--- config.mk ---
export PLATFORM = sky130hd
export DESIGN_NAME = nor_cmd_seq
export DESIGN_NICKNAME = d
export VERILOG_FILES = /design/src/rtl/nfc_pkg.sv /design/src/rtl/nfc_timer.sv /design/src/rtl/nfc_array.sv /design/src/rtl/nfc_seq.sv /design/src/rtl/nor_cmd_seq.sv
export SDC_FILE = /design/constraint.sdc
export NUM_CORES = 2
export LEC_CHECK = 0
export BUFFER_PORTS_ARGS = -buffer_cell sky130_fd_sc_hd__buf_4
export CORE_ASPECT_RATIO = 0.8
export CORE_UTILIZATION = 31
export CTS_BUF_LIST = sky130_fd_sc_hd__clkbuf_4
export DETAILED_ROUTE_END_ITERATION = 8
export PLACE_DENSITY = 0.51
export SLEW_MARGIN = 30
export SYNTH_ARGS = -nofsm -noshare
export SYNTH_HDL_FRONTEND = slang
export SYNTH_SLANG_ARGS = --single-unit
--- constraint.sdc ---
create_clock -name clk -period 7.7 [get_ports clk]
set_input_delay 0.385 -clock clk [delete_from_list [all_inputs] [get_ports clk]]
set_output_delay 0.385 -clock clk [all_outputs]
set_load 0.01 [all_outputs]
--- src/rtl/nfc_pkg.sv ---
// Shared types and command codes for the NOR flash command sequencer.
// Assumes byte-wide commands on the low data lane.
package nfc_pkg;

    typedef enum logic [2:0] {
        ST_READ,    // normal read, waiting for first unlock
        ST_UNL1,    // first unlock seen
        ST_CMD,     // command stage
        ST_ARG,     // command pending its argument cycle
        ST_EUNL1,   // erase setup: second first-unlock seen
        ST_ECMD,    // erase setup: waiting for erase code
        ST_BUSY,    // erase in progress
        ST_QUERY    // query table mode
    } seq_state_t;

    typedef enum logic [1:0] {
        PD_NONE,
        PD_PROG,
        PD_ESET,
        PD_AUTO
    } pend_t;

    typedef enum logic [1:0] {
        MD_ARRAY   = 2'd0,
        MD_AUTOSEL = 2'd1,
        MD_QUERY   = 2'd2,
        MD_STATUS  = 2'd3
    } mode_t;

    localparam logic [7:0] CODE_KEY_A  = 8'hAA;
    localparam logic [7:0] CODE_KEY_B  = 8'h55;
    localparam logic [7:0] CODE_ESET   = 8'h80;
    localparam logic [7:0] CODE_AUTO   = 8'h90;
    localparam logic [7:0] CODE_PROG   = 8'hA0;
    localparam logic [7:0] CODE_BYP    = 8'h20;
    localparam logic [7:0] CODE_CHIP   = 8'h10;
    localparam logic [7:0] CODE_SECT   = 8'h30;
    localparam logic [7:0] CODE_QRY    = 8'h98;
    localparam logic [7:0] CODE_ESCAPE = 8'hF0;
    localparam logic [7:0] CODE_BYPEND = 8'h00;

endpackage

--- src/rtl/nfc_timer.sv ---
// Erase busy timer: a down-counter loaded with the chip or sector duration.
// Assumes start is pulsed only while idle; done is high in the last busy cycle.
module nfc_timer #(
    parameter int CHIP_CYC = 40,
    parameter int SECT_CYC = 5
) (
    input  logic clk,
    input  logic rst_n,
    input  logic start,
    input  logic sel_chip,
    output logic done
);
    localparam int MAXC = (CHIP_CYC > SECT_CYC) ? CHIP_CYC : SECT_CYC;
    localparam int CW   = $clog2(MAXC + 1);

    logic [CW-1:0] cnt_q;
    logic          run_q;

    assign done = run_q && (cnt_q == '0);

    // Load on start, count down while running, stop at zero.
    always_ff @(posedge clk) begin
        if (!rst_n) begin
            cnt_q <= '0;
            run_q <= 1'b0;
        end else if (start) begin
            cnt_q <= sel_chip ? CW'(CHIP_CYC - 1) : CW'(SECT_CYC - 1);
            run_q <= 1'b1;
        end else if (run_q) begin
            if (cnt_q == '0) run_q <= 1'b0;
            else             cnt_q <= cnt_q - 1'b1;
        end
    end


    stop_at_zero_chk: assert property (@(posedge clk) disable iff (!rst_n)
        (run_q && cnt_q == '0 && !start) |=> !run_q);

    no_restart_chk: assert property (@(posedge clk) disable iff (!rst_n)
        start |-> !run_q);
endmodule

--- src/rtl/nfc_array.sv ---
// Byte storage: AND-only programming, sector erase and chip erase to 0xFF.
// Assumes at most one of prog/sector/chip is requested per cycle.
module nfc_array #(
    parameter int MEM_AW  = 8,
    parameter int SECT_AW = 6
) (
    input  logic              clk,
    input  logic              rst_n,
    input  logic              prog_en,
    input  logic              sect_er,
    input  logic              chip_er,
    input  logic [MEM_AW-1:0] idx,
    input  logic [7:0]        wdata,
    input  logic [MEM_AW-1:0] rd_addr,
    output logic [7:0]        rd_data
);
    localparam int DEPTH = 1 << MEM_AW;
    localparam int SW    = MEM_AW - SECT_AW;

    logic [7:0] mem [DEPTH];

    genvar g;
    generate
        for (g = 0; g < DEPTH; g++) begin : g_cell
            localparam logic [MEM_AW-1:0] GI = MEM_AW'(g);
            // Each cell erases, clears bits on program, or holds.
            always_ff @(posedge clk) begin
                if (!rst_n)
                    mem[g] <= 8'hFF;
                else if (chip_er)
                    mem[g] <= 8'hFF;
                else if (sect_er && GI[MEM_AW-1:SECT_AW] == idx[MEM_AW-1:SECT_AW])
                    mem[g] <= 8'hFF;
                else if (prog_en && GI == idx)
                    mem[g] <= mem[g] & wdata;
            end
        end
    endgenerate

    assign rd_data = mem[rd_addr];

    // a program may only clear bits of the addressed byte
    prog_and_only_chk: assert property (@(posedge clk) disable iff (!rst_n)
        (prog_en && !sect_er && !chip_er && rd_addr == idx)
        |=> ((rd_data & ~$past(rd_data)) == 8'h00) || (rd_addr != $past(rd_addr)));

    initial begin
        sw_chk: assert (SW >= 0);
    end
endmodule

--- src/rtl/nfc_seq.sv ---
// Command sequencer: decodes write cycles into unlock steps, commands,
// program/erase requests, bypass, query and the status byte.
// Assumes one write per wr_en cycle; timer done arrives only while busy.
module nfc_seq
    import nfc_pkg::*;
#(
    parameter int          AW       = 12,
    parameter logic [AW-1:0] UNLK0  = 12'h555,
    parameter logic [AW-1:0] UNLK1  = 12'h2AA,
    parameter logic [AW-1:0] QRY_ADDR = 12'h055
) (
    input  logic          clk,
    input  logic          rst_n,
    input  logic          wr_en,
    input  logic [AW-1:0] wr_addr,
    input  logic [7:0]    wr_data,
    input  logic          tmr_done,
    output logic          prog_en,
    output logic          sect_er,
    output logic          chip_er,
    output logic          tmr_start,
    output logic          tmr_chip,
    output logic [1:0]    mode,
    output logic [7:0]    status,
    output logic          busy,
    output logic          bypass
);
    seq_state_t st_q, st_n;
    pend_t      pd_q, pd_n;
    logic       byp_q, byp_n;
    logic [7:0] stat_q, stat_n;
    logic       to_read;

    logic at_u0, at_u1, is_qry, esc;
    assign at_u0  = (wr_addr == UNLK0);
    assign at_u1  = (wr_addr == UNLK1);
    assign is_qry = (wr_addr == QRY_ADDR) && (wr_data == CODE_QRY);
    assign esc    = (wr_data == CODE_ESCAPE) && !(st_q == ST_ARG && pd_q == PD_PROG);

    // Next-state decode of one write cycle or erase completion.
    always_comb begin
        st_n = st_q; pd_n = pd_q; byp_n = byp_q; stat_n = stat_q;
        prog_en = 1'b0; sect_er = 1'b0; chip_er = 1'b0;
        tmr_start = 1'b0; tmr_chip = 1'b0; to_read = 1'b0;
        if (st_q == ST_BUSY) begin
            if (tmr_done) begin
                stat_n = stat_q ^ 8'h80;
                st_n   = byp_q ? ST_CMD : ST_READ;
                pd_n   = PD_NONE;
            end
        end else if (wr_en) begin
            if (esc) begin
                to_read = 1'b1;
            end else begin
                case (st_q)
                    ST_READ: begin
                        if (is_qry)                               st_n = ST_QUERY;
                        else if (at_u0 && wr_data == CODE_KEY_A)  st_n = ST_UNL1;
                        else                                      to_read = 1'b1;
                    end
                    ST_UNL1: begin
                        if (at_u1 && wr_data == CODE_KEY_B) st_n = ST_CMD;
                        else                                to_read = 1'b1;
                    end
                    ST_CMD: begin
                        if (!byp_q && !at_u0) to_read = 1'b1;
                        else begin
                            case (wr_data)
                                CODE_BYP:  byp_n = 1'b1;
                                CODE_ESET: begin st_n = ST_ARG; pd_n = PD_ESET; end
                                CODE_AUTO: begin st_n = ST_ARG; pd_n = PD_AUTO; end
                                CODE_PROG: begin st_n = ST_ARG; pd_n = PD_PROG; end
                                default:   to_read = 1'b1;
                            endcase
                        end
                    end
                    ST_ARG: begin
                        case (pd_q)
                            PD_PROG: begin
                                prog_en = 1'b1;
                                stat_n  = {~wr_data[7], 7'h7F};
                                if (byp_q) begin st_n = ST_CMD; pd_n = PD_NONE; end
                                else to_read = 1'b1;
                            end
                            PD_ESET: begin
                                if (is_qry) begin st_n = ST_QUERY; pd_n = PD_NONE; end
                                else if (at_u0 && wr_data == CODE_KEY_A) st_n = ST_EUNL1;
                                else to_read = 1'b1;
                            end
                            PD_AUTO: begin
                                if (byp_q && wr_data == CODE_BYPEND) to_read = 1'b1;
                                else if (is_qry) begin st_n = ST_QUERY; pd_n = PD_NONE; end
                                else to_read = 1'b1;
                            end
                            default: to_read = 1'b1;
                        endcase
                    end
                    ST_EUNL1: begin
                        if (at_u1 && wr_data == CODE_KEY_B) st_n = ST_ECMD;
                        else                                to_read = 1'b1;
                    end
                    ST_ECMD: begin
                        if (wr_data == CODE_CHIP && at_u0) begin
                            chip_er = 1'b1; tmr_start = 1'b1; tmr_chip = 1'b1;
                            stat_n = 8'h00; st_n = ST_BUSY;
                        end else if (wr_data == CODE_SECT) begin
                            sect_er = 1'b1; tmr_start = 1'b1;
                            stat_n = 8'h00; st_n = ST_BUSY;
                        end else begin
                            to_read = 1'b1;
                        end
                    end
                    default: to_read = 1'b1;   // query or unexpected: leave
                endcase
            end
            if (to_read) begin
                st_n = ST_READ; pd_n = PD_NONE; byp_n = 1'b0;
            end
        end
    end

    // State, pending command, bypass flag and status byte registers.
    always_ff @(posedge clk) begin
        if (!rst_n) begin
            st_q   <= ST_READ;
            pd_q   <= PD_NONE;
            byp_q  <= 1'b0;
            stat_q <= 8'h00;
        end else begin
            st_q   <= st_n;
            pd_q   <= pd_n;
            byp_q  <= byp_n;
            stat_q <= stat_n;
        end
    end

    // Mode presented to the read path.
    always_comb begin
        case (st_q)
            ST_ARG:   mode = (pd_q == PD_AUTO) ? MD_AUTOSEL :
                             (pd_q == PD_PROG) ? MD_STATUS : MD_ARRAY;
            ST_BUSY:  mode = MD_STATUS;
            ST_QUERY: mode = MD_QUERY;
            default:  mode = MD_ARRAY;
        endcase
    end

    assign status = stat_q;
    assign busy   = (st_q == ST_BUSY);
    assign bypass = byp_q;

    // busy holds until the timer reports done, bypass untouched
    busy_hold_chk: assert property (@(posedge clk) disable iff (!rst_n)
        (st_q == ST_BUSY && !tmr_done) |=> (st_q == ST_BUSY) && $stable(byp_q));
    // completion inverts status bit 7
    done_flip_chk: assert property (@(posedge clk) disable iff (!rst_n)
        (st_q == ST_BUSY && tmr_done) |=> (stat_q[7] != $past(stat_q[7])));
    // bypass is only entered by the bypass command at the command stage
    byp_entry_chk: assert property (@(posedge clk) disable iff (!rst_n)
        $rose(byp_q) |-> ($past(st_q) == ST_CMD) && ($past(wr_data) == CODE_BYP));
    // any write in query mode goes back to read mode
    query_exit_chk: assert property (@(posedge clk) disable iff (!rst_n)
        (st_q == ST_QUERY && wr_en) |=> (st_q == ST_READ));
    // erase requests are single-cycle and exclusive
    erase_excl_chk: assert property (@(posedge clk) disable iff (!rst_n)
        $countones({prog_en, sect_er, chip_er}) <= 1);
endmodule

--- src/rtl/nor_cmd_seq.sv ---
// Top of the NOR flash command sequencer: sequencer, erase timer, array.
// Assumes AW >= MEM_AW and CHIP_CYC, SECT_CYC >= 1.
module nor_cmd_seq #(
    parameter int            AW       = 12,
    parameter int            MEM_AW   = 8,
    parameter int            SECT_AW  = 6,
    parameter logic [AW-1:0] UNLK0    = 12'h555,
    parameter logic [AW-1:0] UNLK1    = 12'h2AA,
    parameter logic [AW-1:0] QRY_ADDR = 12'h055,
    parameter int            CHIP_CYC = 40,
    parameter int            SECT_CYC = 5
) (
    input  logic              clk,
    input  logic              rst_n,
    input  logic              wr_en,
    input  logic [AW-1:0]     wr_addr,
    input  logic [7:0]        wr_data,
    input  logic [MEM_AW-1:0] rd_addr,
    output logic [7:0]        rd_data,
    output logic [1:0]        mode_o,
    output logic [7:0]        status_o,
    output logic              busy_o,
    output logic              bypass_o
);
    logic prog_en, sect_er, chip_er, tmr_start, tmr_chip, tmr_done;

    nfc_seq #(.AW(AW), .UNLK0(UNLK0), .UNLK1(UNLK1), .QRY_ADDR(QRY_ADDR)) u_seq (
        .clk(clk), .rst_n(rst_n), .wr_en(wr_en), .wr_addr(wr_addr),
        .wr_data(wr_data), .tmr_done(tmr_done), .prog_en(prog_en),
        .sect_er(sect_er), .chip_er(chip_er), .tmr_start(tmr_start),
        .tmr_chip(tmr_chip), .mode(mode_o), .status(status_o),
        .busy(busy_o), .bypass(bypass_o)
    );

    nfc_timer #(.CHIP_CYC(CHIP_CYC), .SECT_CYC(SECT_CYC)) u_tmr (
        .clk(clk), .rst_n(rst_n), .start(tmr_start), .sel_chip(tmr_chip),
        .done(tmr_done)
    );

    nfc_array #(.MEM_AW(MEM_AW), .SECT_AW(SECT_AW)) u_arr (
        .clk(clk), .rst_n(rst_n), .prog_en(prog_en), .sect_er(sect_er),
        .chip_er(chip_er), .idx(wr_addr[MEM_AW-1:0]), .wdata(wr_data),
        .rd_addr(rd_addr), .rd_data(rd_data)
    );
endmodule

==> results.py <==
metrics = {
    "floorplanning": {
        "start_util": 0.313,
        "fp-row-count": 184,
        "pin_count": 51,
        "core_um2": 315000,
        "die_w_um": 633,
        "die_h_um": 506,
        "die-area_um2": 320000,
    },
    "hold_path": {
        "whs_path_depth": 4,
        "hp-start": "wr_data[7]",
        "hold_path_class": "primary input to flip-flop",
        "hold-path-endpoint": "u_arr.mem[172][7]",
    },
    "drt": {
        "totalWireLength_um": 344000,
        "first_pass_iters": 6,
        "avgRoutedWirePerCell_um": 28.4,
        "vias": 69500,
        "viasPerCell": 5.73,
        "antenna_left": 0,
        "drt_iter0_drc": 8572,
        "route.detailed.drc": 0,
    },
    "timing": {
        "period_share": 0.659,
        "hold_viol_final": 0,
        "tightest_slew_ps": 1090,
        "fin_skew_ps": 88.2,
        "layout_min_cycle_time_ps": 5070,
        "rsz0062_at_grt": "false",
        "tns_ps": 0,
        "worst_hold_slack_ps": 170,
        "slew_violations": 0,
        "setup_slack_ps": 2630,
        "max_freq_mhz": 197,
        "max_slew_margin": 0.272,
        "setup_viol": 0,
    },
    "yosys": {
        "synth_top_area_frac": 0.624,
        "yosys_warnings": 0,
        "synth-main-ff-cell": "edfxtp_1",
        "synth_area_leaders": "edfxtp_1 62%, a21o_1 12%, mux4_2 8.9%, nand2_1 4.6%, mux2i_1 2.2%",
        "async_reset_ff_frac": 0,
        "synthCells": 7187,
        "ys_seq_area_frac": 0.627,
        "synth-seq-cells": 2063,
        "synth_top_area_cell": "edfxtp_1",
        "synth_edf_count": 2048,
        "avgSynthCellArea_um2": 13.7,
        "ys_types": 71,
        "synth.net_count": 7222,
        "syn_area_um2": 98600,
    },
    "placed_design": {
        "gp_congestion": 0.884,
        "placed_area_um2": 105000,
        "place_ws_ps": 2660,
        "dp_hpwl_um": 224000,
        "portBuffers": 50,
    },
    "global_routing": {
        "grt_start_max_net_pins": 137,
        "antenna_found_initial": 28,
        "grt_overflow": 0,
        "first_global_vias": 67500,
        "grt_usage": 0.210,
        "grt_pass1_wl_um": 494000,
    },
    "power_and_ir_drop": {
        "p_per_area_nw_per_um2": 214,
        "vdd.ir_drop.worst_mv": 0.125,
        "p_leak_uw": 0.0305,
    },
    "critical_path": {
        "r2r_setup_slack_ps": 2660,
        "arrival_ps": 4690,
        "reg2reg_from": "u_seq.st_q[0]",
        "required_ps": 7320,
        "critPathMaxFanout": 83,
        "startpoint": "rd_addr[1]",
        "worst_setup_path_end_kind": "primary output",
        "ff2ff_path_depth": 7,
        "startpoint_type": "primary input",
        "crit_type": "primary input to primary output",
        "r2r_end": "u_arr.mem[50][6]",
    },
    "cts": {
        "cts_root_buffer": "clkbuf_4",
        "numCtsBuffers": 552,
        "cts_buffer_depth": 4,
        "cts_tree": "built",
        "path_clk_slew_ps": 60,
        "cts-resized-gates": 0,
        "clock_sinks": 2063,
        "insertion_delay_ps": 1320,
        "htree_levels": 6,
    },
    "final_layout": {
        "regArea_um2": 61800,
        "nNetsFinal": 7605,
        "drive_above_1_share": 0.215,
        "syn_to_final_growth_pct": 13.8,
        "finish.instance_area_um2": 112000,
        "nFillCells": 30500,
        "multi_input_area_um2": 34900,
    },
    "run": {
        "maxCapViolCount": 0,
    },
    "run_status": {
        "status": "finished clean",
    },
}
-- through the flow --
step	instances	util	total power, uW
floorplan	7187	-	13400
CTS	12100	0.356	24200
finish	12100	0.356	24000
global route	12100	0.356	24900
detailed placement	11200	0.332	14000
global placement	11200	0.332	14000
-- synth_stat cells (5+ instances only) --
cell and instances:
and2_1 13, o22ai_1 45, nor2b_1 25, a221oi_1 11, o21ai_0 276, dfxtp_1 15, a21oi_1 112, a31oi_1 18
buf_4 11, a211oi_1 20, mux4_2 389, nand2_1 1199, a22o_1 13, clkbuf_1 397, nor2_1 137, o31ai_1 6
or2_2 9, nor3_1 42, nand3_2 5, a22oi_1 147, nand4_1 13, a21o_1 1602, mux2i_1 215, a21boi_0 5
a32oi_1 5, buf_2 103, nor4_1 30, o221ai_1 33, nand2b_1 16, mux2_2 34, nand3_1 60, inv_1 10
or3_1 10, edfxtp_1 2048, o211ai_1 17, buf_1 29
-- power breakdown --
| part | internal (uW) | total (uW) | switching (uW) |
|---|---|---|---|
| Sequential | 12300 | 12300 | 10.2 |
| Clock | 5350 | 10200 | 4860 |
| Combinational | 374 | 1510 | 1140 |
| Total | 18000 | 24000 | 6010 |
-- metal layers --
metal	track usage	routed length [um]	vias to the layer above
met1	0.306	151000	36100
li1	-	-	29000
met4	0.0686	10500	10
met5	0	80	-
met3	0.0580	36800	590
met2	0.299	146000	3779
-- flip-flops by register name (all words and copies together), names as in the netlist --
signal and flops:
u_tmr.run_q 1, u_seq.bypass 1, u_seq.st_q 3, u_tmr.cnt_q 6
u_seq.status 2, u_seq.pd_q 2, u_arr.mem 2048
-- worst max-delay path, stage by stage --
cell	delay, ps
buf_8	470
buf_12	420
buf_12	480
mux2i_1	390
a21oi_1	710
o211ai_1	180
nand4_1	190
o32ai_1	170
nor3_1	720
buf_4	220
buf_4	110
-- kinds of logic after synthesis --
| logic type | share of synthesized area |
|---|---|
| buf+inv | 0.0229 |
| fa+ha+maj | 0.000508 |
| simple gates | 0.0664 |
| mux | 0.115 |
| xor+xnor | 0.000533 |
| compound gates | 0.168 |
| flops | 0.627 |
-- layout by cell type, fill, tap and decap left out, drive strengths merged, types with 34 or more instances in the layout --
cell type and instances:
dlygate4sd3 38, a21oi 112, mux4 389, mux2 34
mux2i 215, nand2 1199, a21o 1602, o22ai 45
clkinv 84, a22oi 147, nor2 138, nand3 65
clkbuf 801, nor3 44, edfxtp 2048, o21ai 279
buf 332
-- how the worst max path moves through the flow --
stage / to / slack (ps) / cells after the start
final: rd_data[6] / 2630 / 11
after global routing: rd_data[6] / 2520 / 11
after CTS: rd_data[0] / 2660 / 9
after detailed placement: rd_data[0] / 2660 / 9
after global placement: rd_data[6] / 1950 / 11
after floorplan: rd_data[2] / 4830 / 11
-- repair_timing --
action / CTS / global route
setup buffers: 0 / 0
endpoints found under the hold margin: 1004 / 0
hold buffers: 38 / 0
setup endpoints to repair: 0 / 0
-- cell type report --
cell class | count | share of cell area
antenna | 15 | 0.000335
clock buffer | 801 | 0.0536
clock inverter | 116 | 0.00863
inverter | 13 | 0.000435
multi-input combinational | 4570 | 0.311
sequential | 2063 | 0.551
tap | 4185 | 0.0467
timing repair buffer | 370 | 0.0283
Note: power is estimated with default switching activity, not from simulation.
